### src/rtl/swd_host_pkg.sv
package swd_host_pkg;

  localparam int unsigned REQ_BITS  = 8;
  localparam int unsigned ACK_BITS  = 3;
  localparam int unsigned WORD_BITS = 32;

  typedef enum logic [1:0] {
    SW_OK    = 2'd0,
    SW_WAIT  = 2'd1,
    SW_FAULT = 2'd2,
    SW_PROTO = 2'd3
  } swd_status_e;

  typedef enum logic [2:0] {
    P_IDLE,
    P_REQ,
    P_TRN_A,
    P_ACK,
    P_RDATA,
    P_TRN_B,
    P_WDATA,
    P_TAIL
  } swd_phase_e;

  typedef struct packed {
    logic       ap;
    logic       rd;
    logic [1:0] addr;
  } swd_req_t;

  function automatic logic req_parity(swd_req_t r);
    return ^{r.ap, r.rd, r.addr};
  endfunction

  // wire order is bit 0 first
  function automatic logic [REQ_BITS-1:0] build_request(swd_req_t r);
    return {1'b1, 1'b0, req_parity(r), r.addr[1], r.addr[0], r.rd, r.ap, 1'b1};
  endfunction

  function automatic swd_status_e decode_ack(logic [ACK_BITS-1:0] a);
    case (a)
      3'b001:  return SW_OK;
      3'b010:  return SW_WAIT;
      3'b100:  return SW_FAULT;
      default: return SW_PROTO;
    endcase
  endfunction

  function automatic logic is_target_select(swd_req_t r);
    return !r.ap && !r.rd && (r.addr == 2'b11);
  endfunction

  function automatic logic word_parity(logic [WORD_BITS-1:0] w);
    return ^w;
  endfunction

endpackage

### src/rtl/swd_host_clkgen.sv
module swd_host_clkgen #(
  parameter int unsigned HALF_DIV = 2
) (
  input  logic clk,
  input  logic rst_n,
  input  logic run,
  output logic swclk,
  output logic rise_ev,
  output logic bit_end
);

  localparam int unsigned PERIOD = 2 * HALF_DIV;
  localparam int unsigned PH_W   = (PERIOD > 2) ? $clog2(PERIOD) : 1;

  logic [PH_W-1:0] ph;

  always_ff @(posedge clk or negedge rst_n) begin
    if (!rst_n)                            ph <= '0;
    else if (!run)                         ph <= '0;
    else if (ph == PH_W'(PERIOD - 1))      ph <= '0;
    else                                   ph <= ph + 1'b1;
  end

  // low half first, then high half
  assign swclk   = run && (ph >= PH_W'(HALF_DIV));
  assign rise_ev = run && (ph == PH_W'(HALF_DIV));
  assign bit_end = run && (ph == PH_W'(PERIOD - 1));


  rise_precedes_end_chk: assert property (@(posedge clk) disable iff (!rst_n)
    bit_end |-> swclk);

endmodule

### src/rtl/swd_host_seq.sv
module swd_host_seq
  import swd_host_pkg::*;
#(
  parameter int unsigned IDLE_W = 8,
  parameter int unsigned CNT_W  = 8
) (
  input  logic                       clk,
  input  logic                       rst_n,
  input  logic                       start,
  input  swd_req_t                   req,
  input  logic [IDLE_W-1:0]          idle_cycles,
  input  logic                       bit_end,
  input  logic [ACK_BITS-1:0]        ack_bits,
  input  logic                       rpar_ok,
  output swd_phase_e                 phase,
  output logic [CNT_W-1:0]           cnt,
  output logic                       busy,
  output logic                       done,
  output swd_status_e                status
);

  swd_req_t          req_q;
  logic [IDLE_W-1:0] idle_q;
  logic              wr_pending;
  logic              tsel_q;
  logic              want_tail;
  swd_status_e       ack_status;

  assign tsel_q     = is_target_select(req_q);
  assign ack_status = decode_ack(ack_bits);
  assign want_tail  = req_q.ap && (status == SW_OK) && (idle_q != '0);
  assign busy       = (phase != P_IDLE);

  always_ff @(posedge clk or negedge rst_n) begin
    if (!rst_n) begin
      phase      <= P_IDLE;
      cnt        <= '0;
      done       <= 1'b0;
      status     <= SW_OK;
      req_q      <= '0;
      idle_q     <= '0;
      wr_pending <= 1'b0;
    end else begin
      done <= 1'b0;
      if (phase == P_IDLE) begin
        if (start) begin
          phase      <= P_REQ;
          cnt        <= '0;
          req_q      <= req;
          idle_q     <= idle_cycles;
          status     <= SW_OK;
          wr_pending <= 1'b0;
        end
      end else if (bit_end) begin
        cnt <= cnt + 1'b1;
        case (phase)
          P_REQ: begin
            if (cnt == CNT_W'(REQ_BITS - 1)) begin
              phase <= P_TRN_A;
              cnt   <= '0;
            end
          end
          P_TRN_A: begin
            phase <= P_ACK;
            cnt   <= '0;
          end
          P_ACK: begin
            if (cnt == CNT_W'(ACK_BITS - 1)) begin
              cnt <= '0;
              if (tsel_q) begin
                status     <= SW_OK;
                phase      <= P_TRN_B;
                wr_pending <= 1'b1;
              end else begin
                status <= ack_status;
                if (ack_status == SW_OK && req_q.rd) begin
                  phase <= P_RDATA;
                end else begin
                  phase      <= P_TRN_B;
                  wr_pending <= (ack_status == SW_OK);
                end
              end
            end
          end
          P_RDATA: begin
            if (cnt == CNT_W'(WORD_BITS)) begin
              cnt   <= '0;
              phase <= P_TRN_B;
              if (!rpar_ok) status <= SW_PROTO;
            end
          end
          P_TRN_B: begin
            cnt <= '0;
            if (wr_pending) begin
              phase      <= P_WDATA;
              wr_pending <= 1'b0;
            end else if (want_tail) begin
              phase <= P_TAIL;
            end else begin
              phase <= P_IDLE;
              done  <= 1'b1;
            end
          end
          P_WDATA: begin
            if (cnt == CNT_W'(WORD_BITS)) begin
              cnt <= '0;
              if (want_tail) begin
                phase <= P_TAIL;
              end else begin
                phase <= P_IDLE;
                done  <= 1'b1;
              end
            end
          end
          P_TAIL: begin
            if (cnt == CNT_W'(idle_q) - 1'b1) begin
              cnt   <= '0;
              phase <= P_IDLE;
              done  <= 1'b1;
            end
          end
          default: begin
            phase <= P_IDLE;
          end
        endcase
      end
    end
  end


  done_pulse_chk: assert property (@(posedge clk) disable iff (!rst_n)
    done |=> !done);


  data_only_after_ok_chk: assert property (@(posedge clk) disable iff (!rst_n)
    (phase == P_RDATA || phase == P_WDATA) |-> (status == SW_OK));


  wdata_only_on_write_chk: assert property (@(posedge clk) disable iff (!rst_n)
    (phase == P_WDATA) |-> !req_q.rd);


  tail_only_after_ap_chk: assert property (@(posedge clk) disable iff (!rst_n)
    (phase == P_TAIL) |-> (req_q.ap && status == SW_OK));

endmodule

### src/rtl/swd_host_dpath.sv
module swd_host_dpath
  import swd_host_pkg::*;
#(
  parameter int unsigned CNT_W = 8
) (
  input  logic                  clk,
  input  logic                  rst_n,
  input  logic                  load,
  input  swd_req_t              req,
  input  logic [WORD_BITS-1:0]  wdata,
  input  swd_phase_e            phase,
  input  logic [CNT_W-1:0]      cnt,
  input  logic                  rise_ev,
  input  logic                  swdio_in,
  output logic                  swdio_out,
  output logic                  swdio_oe,
  output logic [ACK_BITS-1:0]   ack_bits,
  output logic [WORD_BITS-1:0]  rdata,
  output logic                  rpar_ok
);

  logic [REQ_BITS-1:0]  req_bits_q;
  logic [WORD_BITS-1:0] wdata_q;
  logic                 rpar_q;
  logic                 last_word_bit;

  assign last_word_bit = (cnt == CNT_W'(WORD_BITS));

  always_ff @(posedge clk or negedge rst_n) begin
    if (!rst_n) begin
      req_bits_q <= '0;
      wdata_q    <= '0;
      ack_bits   <= '0;
      rdata      <= '0;
      rpar_q     <= 1'b0;
    end else if (load) begin
      req_bits_q <= build_request(req);
      wdata_q    <= wdata;
      ack_bits   <= '0;
    end else if (rise_ev) begin
      if (phase == P_ACK) begin
        ack_bits[cnt[1:0]] <= swdio_in;
      end else if (phase == P_RDATA) begin
        if (last_word_bit) rpar_q            <= swdio_in;
        else               rdata[cnt[4:0]]   <= swdio_in;
      end
    end
  end

  assign rpar_ok = (word_parity(rdata) == rpar_q);

  always_comb begin
    swdio_out = 1'b0;
    swdio_oe  = 1'b0;
    case (phase)
      P_REQ: begin
        swdio_out = req_bits_q[cnt[2:0]];
        swdio_oe  = 1'b1;
      end
      P_WDATA: begin
        swdio_out = last_word_bit ? word_parity(wdata_q) : wdata_q[cnt[4:0]];
        swdio_oe  = 1'b1;
      end
      P_TAIL: begin
        swdio_out = 1'b0;
        swdio_oe  = 1'b1;
      end
      default: begin
        swdio_out = 1'b0;
        swdio_oe  = 1'b0;
      end
    endcase
  end


  req_hold_chk: assert property (@(posedge clk) disable iff (!rst_n)
    (phase != P_IDLE) |=> $stable(req_bits_q));


  wdata_hold_chk: assert property (@(posedge clk) disable iff (!rst_n)
    (phase != P_IDLE) |=> $stable(wdata_q));

endmodule

### src/rtl/swd_host_engine.sv
module swd_host_engine
  import swd_host_pkg::*;
#(
  parameter int unsigned HALF_DIV = 2,
  parameter int unsigned IDLE_W   = 8
) (
  input  logic              clk,
  input  logic              rst_n,
  input  logic              start,
  input  logic              sel_ap,
  input  logic              is_read,
  input  logic [1:0]        addr,
  input  logic [31:0]       wdata,
  input  logic [IDLE_W-1:0] idle_cycles,
  output logic              busy,
  output logic              done,
  output logic [1:0]        status,
  output logic [31:0]       rdata,
  output logic              swclk,
  output logic              swdio_out,
  output logic              swdio_oe,
  input  logic              swdio_in
);

  localparam int unsigned CNT_W = (IDLE_W > 6) ? IDLE_W : 6;

  swd_req_t            req_in;
  swd_phase_e          phase;
  swd_status_e         status_e;
  logic [CNT_W-1:0]    cnt;
  logic                rise_ev;
  logic                bit_end;
  logic [ACK_BITS-1:0] ack_bits;
  logic                rpar_ok;
  logic                load;
  logic                target_sample;

  assign req_in        = '{ap: sel_ap, rd: is_read, addr: addr};
  assign load          = start && (phase == P_IDLE);
  assign target_sample = rise_ev && (phase == P_ACK || phase == P_RDATA);
  assign status        = status_e;

  swd_host_clkgen #(.HALF_DIV(HALF_DIV)) u_clkgen (
    .clk     (clk),
    .rst_n   (rst_n),
    .run     (busy),
    .swclk   (swclk),
    .rise_ev (rise_ev),
    .bit_end (bit_end)
  );

  swd_host_seq #(.IDLE_W(IDLE_W), .CNT_W(CNT_W)) u_seq (
    .clk         (clk),
    .rst_n       (rst_n),
    .start       (start),
    .req         (req_in),
    .idle_cycles (idle_cycles),
    .bit_end     (bit_end),
    .ack_bits    (ack_bits),
    .rpar_ok     (rpar_ok),
    .phase       (phase),
    .cnt         (cnt),
    .busy        (busy),
    .done        (done),
    .status      (status_e)
  );

  swd_host_dpath #(.CNT_W(CNT_W)) u_dpath (
    .clk       (clk),
    .rst_n     (rst_n),
    .load      (load),
    .req       (req_in),
    .wdata     (wdata),
    .phase     (phase),
    .cnt       (cnt),
    .rise_ev   (rise_ev),
    .swdio_in  (swdio_in),
    .swdio_out (swdio_out),
    .swdio_oe  (swdio_oe),
    .ack_bits  (ack_bits),
    .rdata     (rdata),
    .rpar_ok   (rpar_ok)
  );


  clk_idle_low_chk: assert property (@(posedge clk) disable iff (!rst_n)
    !busy |-> !swclk);


  drive_on_low_chk: assert property (@(posedge clk) disable iff (!rst_n)
    (swclk && $past(swclk)) |-> ($stable(swdio_out) && $stable(swdio_oe)));


  released_when_sampling_chk: assert property (@(posedge clk) disable iff (!rst_n)
    target_sample |-> !swdio_oe);


  done_ends_busy_chk: assert property (@(posedge clk) disable iff (!rst_n)
    done |-> (!busy && $past(busy)));

endmodule

### config.mk
export PLATFORM = sky130hd
export DESIGN_NAME = swd_host_engine
export DESIGN_NICKNAME = d
export VERILOG_FILES = /design/src/rtl/swd_host_pkg.sv /design/src/rtl/swd_host_clkgen.sv /design/src/rtl/swd_host_seq.sv /design/src/rtl/swd_host_dpath.sv /design/src/rtl/swd_host_engine.sv
export SDC_FILE = /design/constraint.sdc
export NUM_CORES = 1
export LEC_CHECK = 0
export ABC_CLOCK_PERIOD_IN_PS = 3500
export BUFFER_PORTS_ARGS = -buffer_cell sky130_fd_sc_hd__buf_4
export CELL_PAD_IN_SITES_DETAIL_PLACEMENT = 0
export CELL_PAD_IN_SITES_GLOBAL_PLACEMENT = 1
export CORE_UTILIZATION = 40
export DETAILED_ROUTE_END_ITERATION = 7
export PLACE_DENSITY = 0.75
export SETUP_SLACK_MARGIN = 0.2
export SYNTH_ARGS = -nofsm -noshare
export SYNTH_HDL_FRONTEND = slang
export SYNTH_SLANG_ARGS = --single-unit
### constraint.sdc
create_clock -name clk -period 3.5 [get_ports clk]
set_clock_uncertainty 0.05 [all_clocks]
set_input_delay 0.35 -clock clk [delete_from_list [all_inputs] [get_ports clk]]
set_output_delay 0.35 -clock clk [all_outputs]
set_load 0.01 [all_outputs]
==> impl_metrics.yaml, run 1 <==
yosys:
  async_flop_share_pct: 100
  synth_area_leaders: "dfrtp_1, mux2_1, xnor2_1"
  synthSimpleGateAreaFrac_pct: 13.0
  synthXorXnorAreaFrac_pct: 12.2
  syn_nets: 571
  synth_top_cell_by_area: "dfrtp_1"
  synth_edf_count: 0
  ys_ff_latch: 99
  synth_top_family_by_area: "multiplexers"
  synth_compound_area_share_pct: 6.24
  synth_ff_type: "dfrtp_1"
  ys_seq_area_share_pct: 43.8
  synth-adder-area-share_pct: 1.77
  syn_area_per_cell_sq_um: 11.0
  syn_area_sq_um: 5660
  synth_mux_area_share_pct: 20.2
  yosysWarnings: 0
  synth_cells: 515
  synth_cell_types: 54
  netlist.area_leader.share_pct: 43.8
clock_tree:
  cts_hold_buf: 0
  cts_num_sinks: 99
  clk_pin_slew_ps: 70
  cts_setup_buffers: 0
  cts_root_buf: "clkbuf_16"
  clk_latency_ps: 350
  cts_resized: 1
  cts_made_buffers: 9
  cts_tree: "yes"
  clock_path_buffers: 2
  htree_num_levels: 3
cells_and_area:
  mostFrequentLayoutCell: "dfrtp_1"
  layout_common_cells: "dfrtp_1, buf_4, mux2_1"
  final_core_util_pct: 48.9
  drive_above_1_share_pct: 22.7
  nNetsFinal: 649
  nFillCells: 1276
  antenna_cells: 0
  area_growth_syn_to_layout_pct: 19.6
drt:
  postRouteWirelength_um: 12700
  wl_per_cell_um: 16.4
  viasPerCell: 5.20
  final_antenna_net_count: 0
  drt_iter0_markers: 182
  dr.pass1.iters: 4
  vias: 4047
  drc: 0
power_and_ir_drop:
  switchingPower_mw: 2.03
  p_leak_nw: 2.95
  p_int_mw: 3.32
  combPwrFrac_pct: 46.2
  max-vdd-ir-drop_mv: 0.384
  swShare_pct: 37.9
  clock_power_share_pct: 18.2
  seqPwrFrac_pct: 35.6
  cellPowerDensity_nw_per_um2: 792
  fin_total_pwr_mw: 5.36
worst_setup_path:
  worst-path-max-fanout: 12
  critPathLaunchType: "flip-flop"
  crit_type: "flip-flop to primary output"
  slowest_stage: "dfrtp_2"
  cp_cell_sequence: "buf_4 -> mux4_2 -> mux4_2 -> o21ai_1 -> a211oi_1 -> a22o_1 -> buf_4"
  required_ps: 3100
  arrival_ps: 2720
  max_stage_delay_ps: 550
  crit_path_end_kind: "primary output"
sta:
  setup_viol: 0
  final.setup.tns_ps: 0
  fin_hold_ws_ps: -5.37
  relSlewSlack_pct: 47.6
  worst_pin_slew_ps: 783
  max_freq_mhz: 320
  drv_slew: 0
  finalCritPeriodShare_pct: 89.1
  rsz0062_at_grt: "no"
  final-hold-violation-count: 22
  finalCriticalPeriod_ps: 3120
grt:
  grt_start_max_net_pins: 55
  grt_pass1_wl_um: 21500
  grt_usage_pct: 19.0
  overflow: 0
  grt_pass1_vias: 4090
  antenna_found_initial: 0
die:
  rows: 43
  start_util_pct: 40.9
  die_x_um: 121
  io_pins: 87
  core_area_sq_um: 13800
  die_h_um: 121
  dieArea_sq_um: 14600
job:
  drv_cap: 0
place:
  gp_congestion: 0.851
  dpl.hpwl_um: 9410
  port_buffers: 86
run_status:
  status: "finished with violations"
  violations: "negative hold slack"
min_path:
  hp-class: "input port to async pin"
==> stage by stage <==
step           area [sq um]  worst slack (ps)  instances
6_report               6760               380        778
2_1_floorplan          5660              1050        515
4_1_cts                6760               315        778
5_1_grt                6760               226        778
3_5_place_dp           6470               515        762
3_3_place_gp           6470               562        762
==> flip-flops by register name (all words and copies together), names as in the netlist <==
name and cells:
u_seq.idle_q 8, u_seq.status 2, u_clkgen.ph 2, u_seq.req_q 1, u_dpath.ack_bits 3, u_dpath.rdata 32
u_seq.done 1, u_dpath.req_bits_q 5, u_seq.phase 3, u_seq.cnt 8, u_dpath.wdata_q 32, u_dpath.rpar_q 1
u_seq.wr_pending 1
==> path summary, 6_finish.rpt <==
path                       slack (ps)  cells after the start                              end                         from
setup reg to reg                  630                      9       u_seq.phase[1]$_DFFE_PN0P_  u_seq.idle_q[0]$_DFFE_PN0P_
setup / recovery                  380                      7                        swdio_out     u_seq.cnt[1]$_DFFE_PN0P_
hold / removal                     -5                      1  u_dpath.wdata_q[23]$_DFFE_PN0P_                        rst_n
hold reg to reg                   430                      1         u_clkgen.ph[0]$_DFF_PN0_     u_clkgen.ph[0]$_DFF_PN0_
min in group clk                  160                      3      u_seq.idle_q[1]$_DFFE_PN0P_               idle_cycles[1]
max in group asynchronous        2620                      2      u_seq.status[1]$_DFFE_PN0P_                        rst_n
==> final cells by class <==
class                           count  area, sq um  share of cell area, %
Clock inverter                      4         33.8                  0.500
Tap cell                          180          225                   3.33
Inverter                           10         37.5                  0.555
Sequential cell                    99         2480                   36.7
Multi-Input combinational cell    379         3030                   44.7
Clock buffer                       12          256                   3.79
Timing Repair Buffer               94          706                   10.4
==> critical path, delay by kind of cell, from the launching register on <==
family	cells	cell delay (ps)
multiplexers	2	1000
AO/OA/AOI/OAI	3	450
buffers and inverters	2	360
flip-flops	1	550
==> cell usage after synthesis (all sizes together), types with 2 or more instances <==
cell,number
dfrtp,99
mux2,75
nor2,63
xnor2,63
nand2,26
nand3,18
clkbuf,17
o21ai,17
xor2,13
mux4,11
nor3,11
buf,10
inv,10
a21oi,9
ha,8
a31oi,6
nand3b,6
mux2i,5
a211oi,4
nand4,4
o22ai,4
or3,4
nand2b,3
o31ai,3
and2,2
and3,2
nor2b,2
nor3b,2
or2,2
or4,2
==> power groups by stage <==
stage	combinational, mW	clock (mW)	sequential (mW)
3_3_place_gp	2.46	0	1.91
3_5_place_dp	2.52	0	1.93
4_1_cts	2.52	1.00	1.91
5_1_grt	2.76	1.05	1.97
6_report	2.47	0.975	1.91
2_1_floorplan	2.09	0	1.73
==> cell families after synthesis <==
logic type      count (synthesis)
compound gates                 52
xor+xnor                       77
fa+ha+maj                       8
buf+inv                        37
flops                          99
mux                            91
simple gates                  151
==> layer usage <==
metal  GRT usage (%)  routed length [um]
met5               0                   0
met4            7.95                 260
met3            3.24                 444
met2            29.6                6050
met1            26.3                5980
No activity file was read; power rests on OpenSTA's default activity.
==> run 2: changes to the inputs <==
==> constraint.sdc (replaced) <==
create_clock -name clk -period 3.5 [get_ports clk]
set_clock_uncertainty 0.05 [all_clocks]
set_input_delay 0.35 -clock clk [delete_from_list [all_inputs] [get_ports clk]]
set_output_delay 0.35 -clock clk [all_outputs]
set_load 0.005 [all_outputs]
==> run 2 against run 1 <==
  * The flow now finishes without violations
  * Highest routed layer unchanged
  * Critical path depth unchanged
  * Non-clock buffer count increased by 1
  * Register-to-register slack about the same
  * Flip-flop and latch count unchanged
  * Design area increased by 0.68%
==> impl_metrics.yaml, run 2 (synthesized netlist as in run 1, its figures left out) <==
grt:
  antenna_found_initial: 0
  grt_pass1_wl_um: 20900
  grt_pass1_vias: 4128
  overflow: 0
  grt_start_max_net_pins: 55
  grt_usage_pct: 18.5
clock_tree:
  clk_pin_slew_ps: 70
  clk_latency_ps: 350
  htree_num_levels: 3
  cts_made_buffers: 9
  cts_tree: "yes"
  cts_root_buf: "clkbuf_16"
  cts_num_sinks: 99
  clock_path_buffers: 2
place:
  port_buffers: 86
  dpl.hpwl_um: 9250
  postPlaceCellArea_sq_um: 6470
  place_inst: 762
  gp_congestion: 0.827
worst_setup_path:
  worst-path-max-fanout: 12
  crit_type: "flip-flop to primary output"
  crit_path_end_kind: "primary output"
  required_ps: 3100
  arrival_ps: 2660
  critPathLaunchType: "flip-flop"
sta:
  drv_slew: 0
  final-hold-violation-count: 0
  finalCritPeriodShare_pct: 87.4
  worst_pin_slew_ps: 786
  finalCriticalPeriod_ps: 3060
  final.setup.tns_ps: 0
  setup_viol: 0
  rsz0062_at_grt: "no"
  max_freq_mhz: 327
  relSlewSlack_pct: 47.3
power_and_ir_drop:
  max-vdd-ir-drop_mv: 0.414
  p_leak_nw: 2.96
  fin_total_pwr_mw: 5.44
  cellPowerDensity_nw_per_um2: 799
drt:
  postRouteWirelength_um: 12500
  wl_per_cell_um: 16.1
  viasPerCell: 5.20
  dr.pass1.iters: 4
  final_antenna_net_count: 0
  vias: 4049
  drc: 0
  drt_iter0_markers: 163
die:
  io_pins: 87
  dieArea_sq_um: 14600
  core_area_sq_um: 13800
  die_x_um: 121
  rows: 43
  die_h_um: 121
  start_util_pct: 40.9
min_path:
  hp-class: "input port to flip-flop"
cells_and_area:
  antenna_cells: 0
  stdcell_area_sq_um: 6810
  mostFrequentLayoutCell: "dfrtp_1"
  largestRegisters: "u_dpath.rdata x32, u_dpath.wdata_q x32"
  fin_cells: 779
  drive_above_1_share_pct: 22.7
  nNetsFinal: 650
  layout_common_cells: "dfrtp_1, buf_4, mux2_1"
  area_growth_syn_to_layout_pct: 20.4
run_status:
  status: "complete, no violations"
job:
  drv_cap: 0
-- run 2: cell count changes in the layout (fill, tap and decap cells not counted) --
cell           before  now
inv_8               1    0
clkinv_2            1    0
clkinv_4            2    0
bufinv_16           0    2
inv_6               0    1
clkbuf_8            2    1
dlygate4sd3_1       0    1
clkinvlp_4          0    2
-- run 2: final cells by class --
cell class	count	area, sq um
Inverter	10	37.5
Tap cell	180	225
Multi-Input combinational cell	379	3030
Clock buffer	11	243
Fill cell	1266	7020
Clock inverter	5	83.8
Timing Repair Buffer	95	716
Sequential cell	99	2480
-- run 2: worst paths after layout --
check | startpoint | to | slack (ps) | cells after the start
worst max-delay path | u_seq.cnt[1]$_DFFE_PN0P_ | swdio_out | 440 | 7
worst max register to register | u_seq.idle_q[0]$_DFFE_PN0P_ | u_seq.phase[1]$_DFFE_PN0P_ | 620 | 9
max in group asynchronous | rst_n | u_seq.status[0]$_DFFE_PN0P_ | 2070 | 3
worst min-delay path | idle_cycles[1] | u_seq.idle_q[1]$_DFFE_PN0P_ | 160 | 3
worst min register to register | u_clkgen.ph[0]$_DFF_PN0_ | u_clkgen.ph[0]$_DFF_PN0_ | 420 | 1
min in group asynchronous | rst_n | u_dpath.wdata_q[27]$_DFFE_PN0P_ | 510 | 2
-- run 2: per-stage QoR --
stage / utilization [%] / hold slack [ps] / setup slack [ps]
floorplan: - / 4.41 / 1050
global placement: 46.8 / 361 / 595
detailed placement: 46.8 / 381 / 561
CTS: 49.2 / 147 / 394
global route: 49.2 / 153 / 269
finish: 49.2 / 158 / 440
-- run 2: worst max-delay path, cell delays in order, from the launching register on --
cell,delay (ps)
dfrtp_2,570
buf_4,220
mux4_2,500
mux4_2,470
nand2_1,100
a211oi_1,70
a22o_1,230
buf_4,140
-- run 2: repair_timing --
item	4_1_cts	5_1_grt
hold buffers	1	0
endpoints found under the hold margin	10	0
buffers inserted	0	0
endpoints found under the setup margin	1	0
resized for setup	1	0
-- run 2: metal layers --
| layer | share of wire, % | vias to the layer above | track usage (%) | wire, um |
|---|---|---|---|---|
| met5 | 0 | - | 0 | 0 |
| li1 | - | 1954 | - | - |
| met2 | 47 | 89 | 29.7 | 5930 |
| met1 | 48 | 1993 | 25.0 | 5960 |
| met3 | 3.7 | 13 | 3.71 | 459 |
| met4 | 1.4 | 0 | 5.86 | 172 |
-- run 2: report_power, final --
part	leakage (nW)	switching, mW	internal, mW
combinational	1.55	1.13	1.32
clock	0.152	0.443	0.649
sequential	1.26	0.424	1.48
total	2.96	2.00	3.44
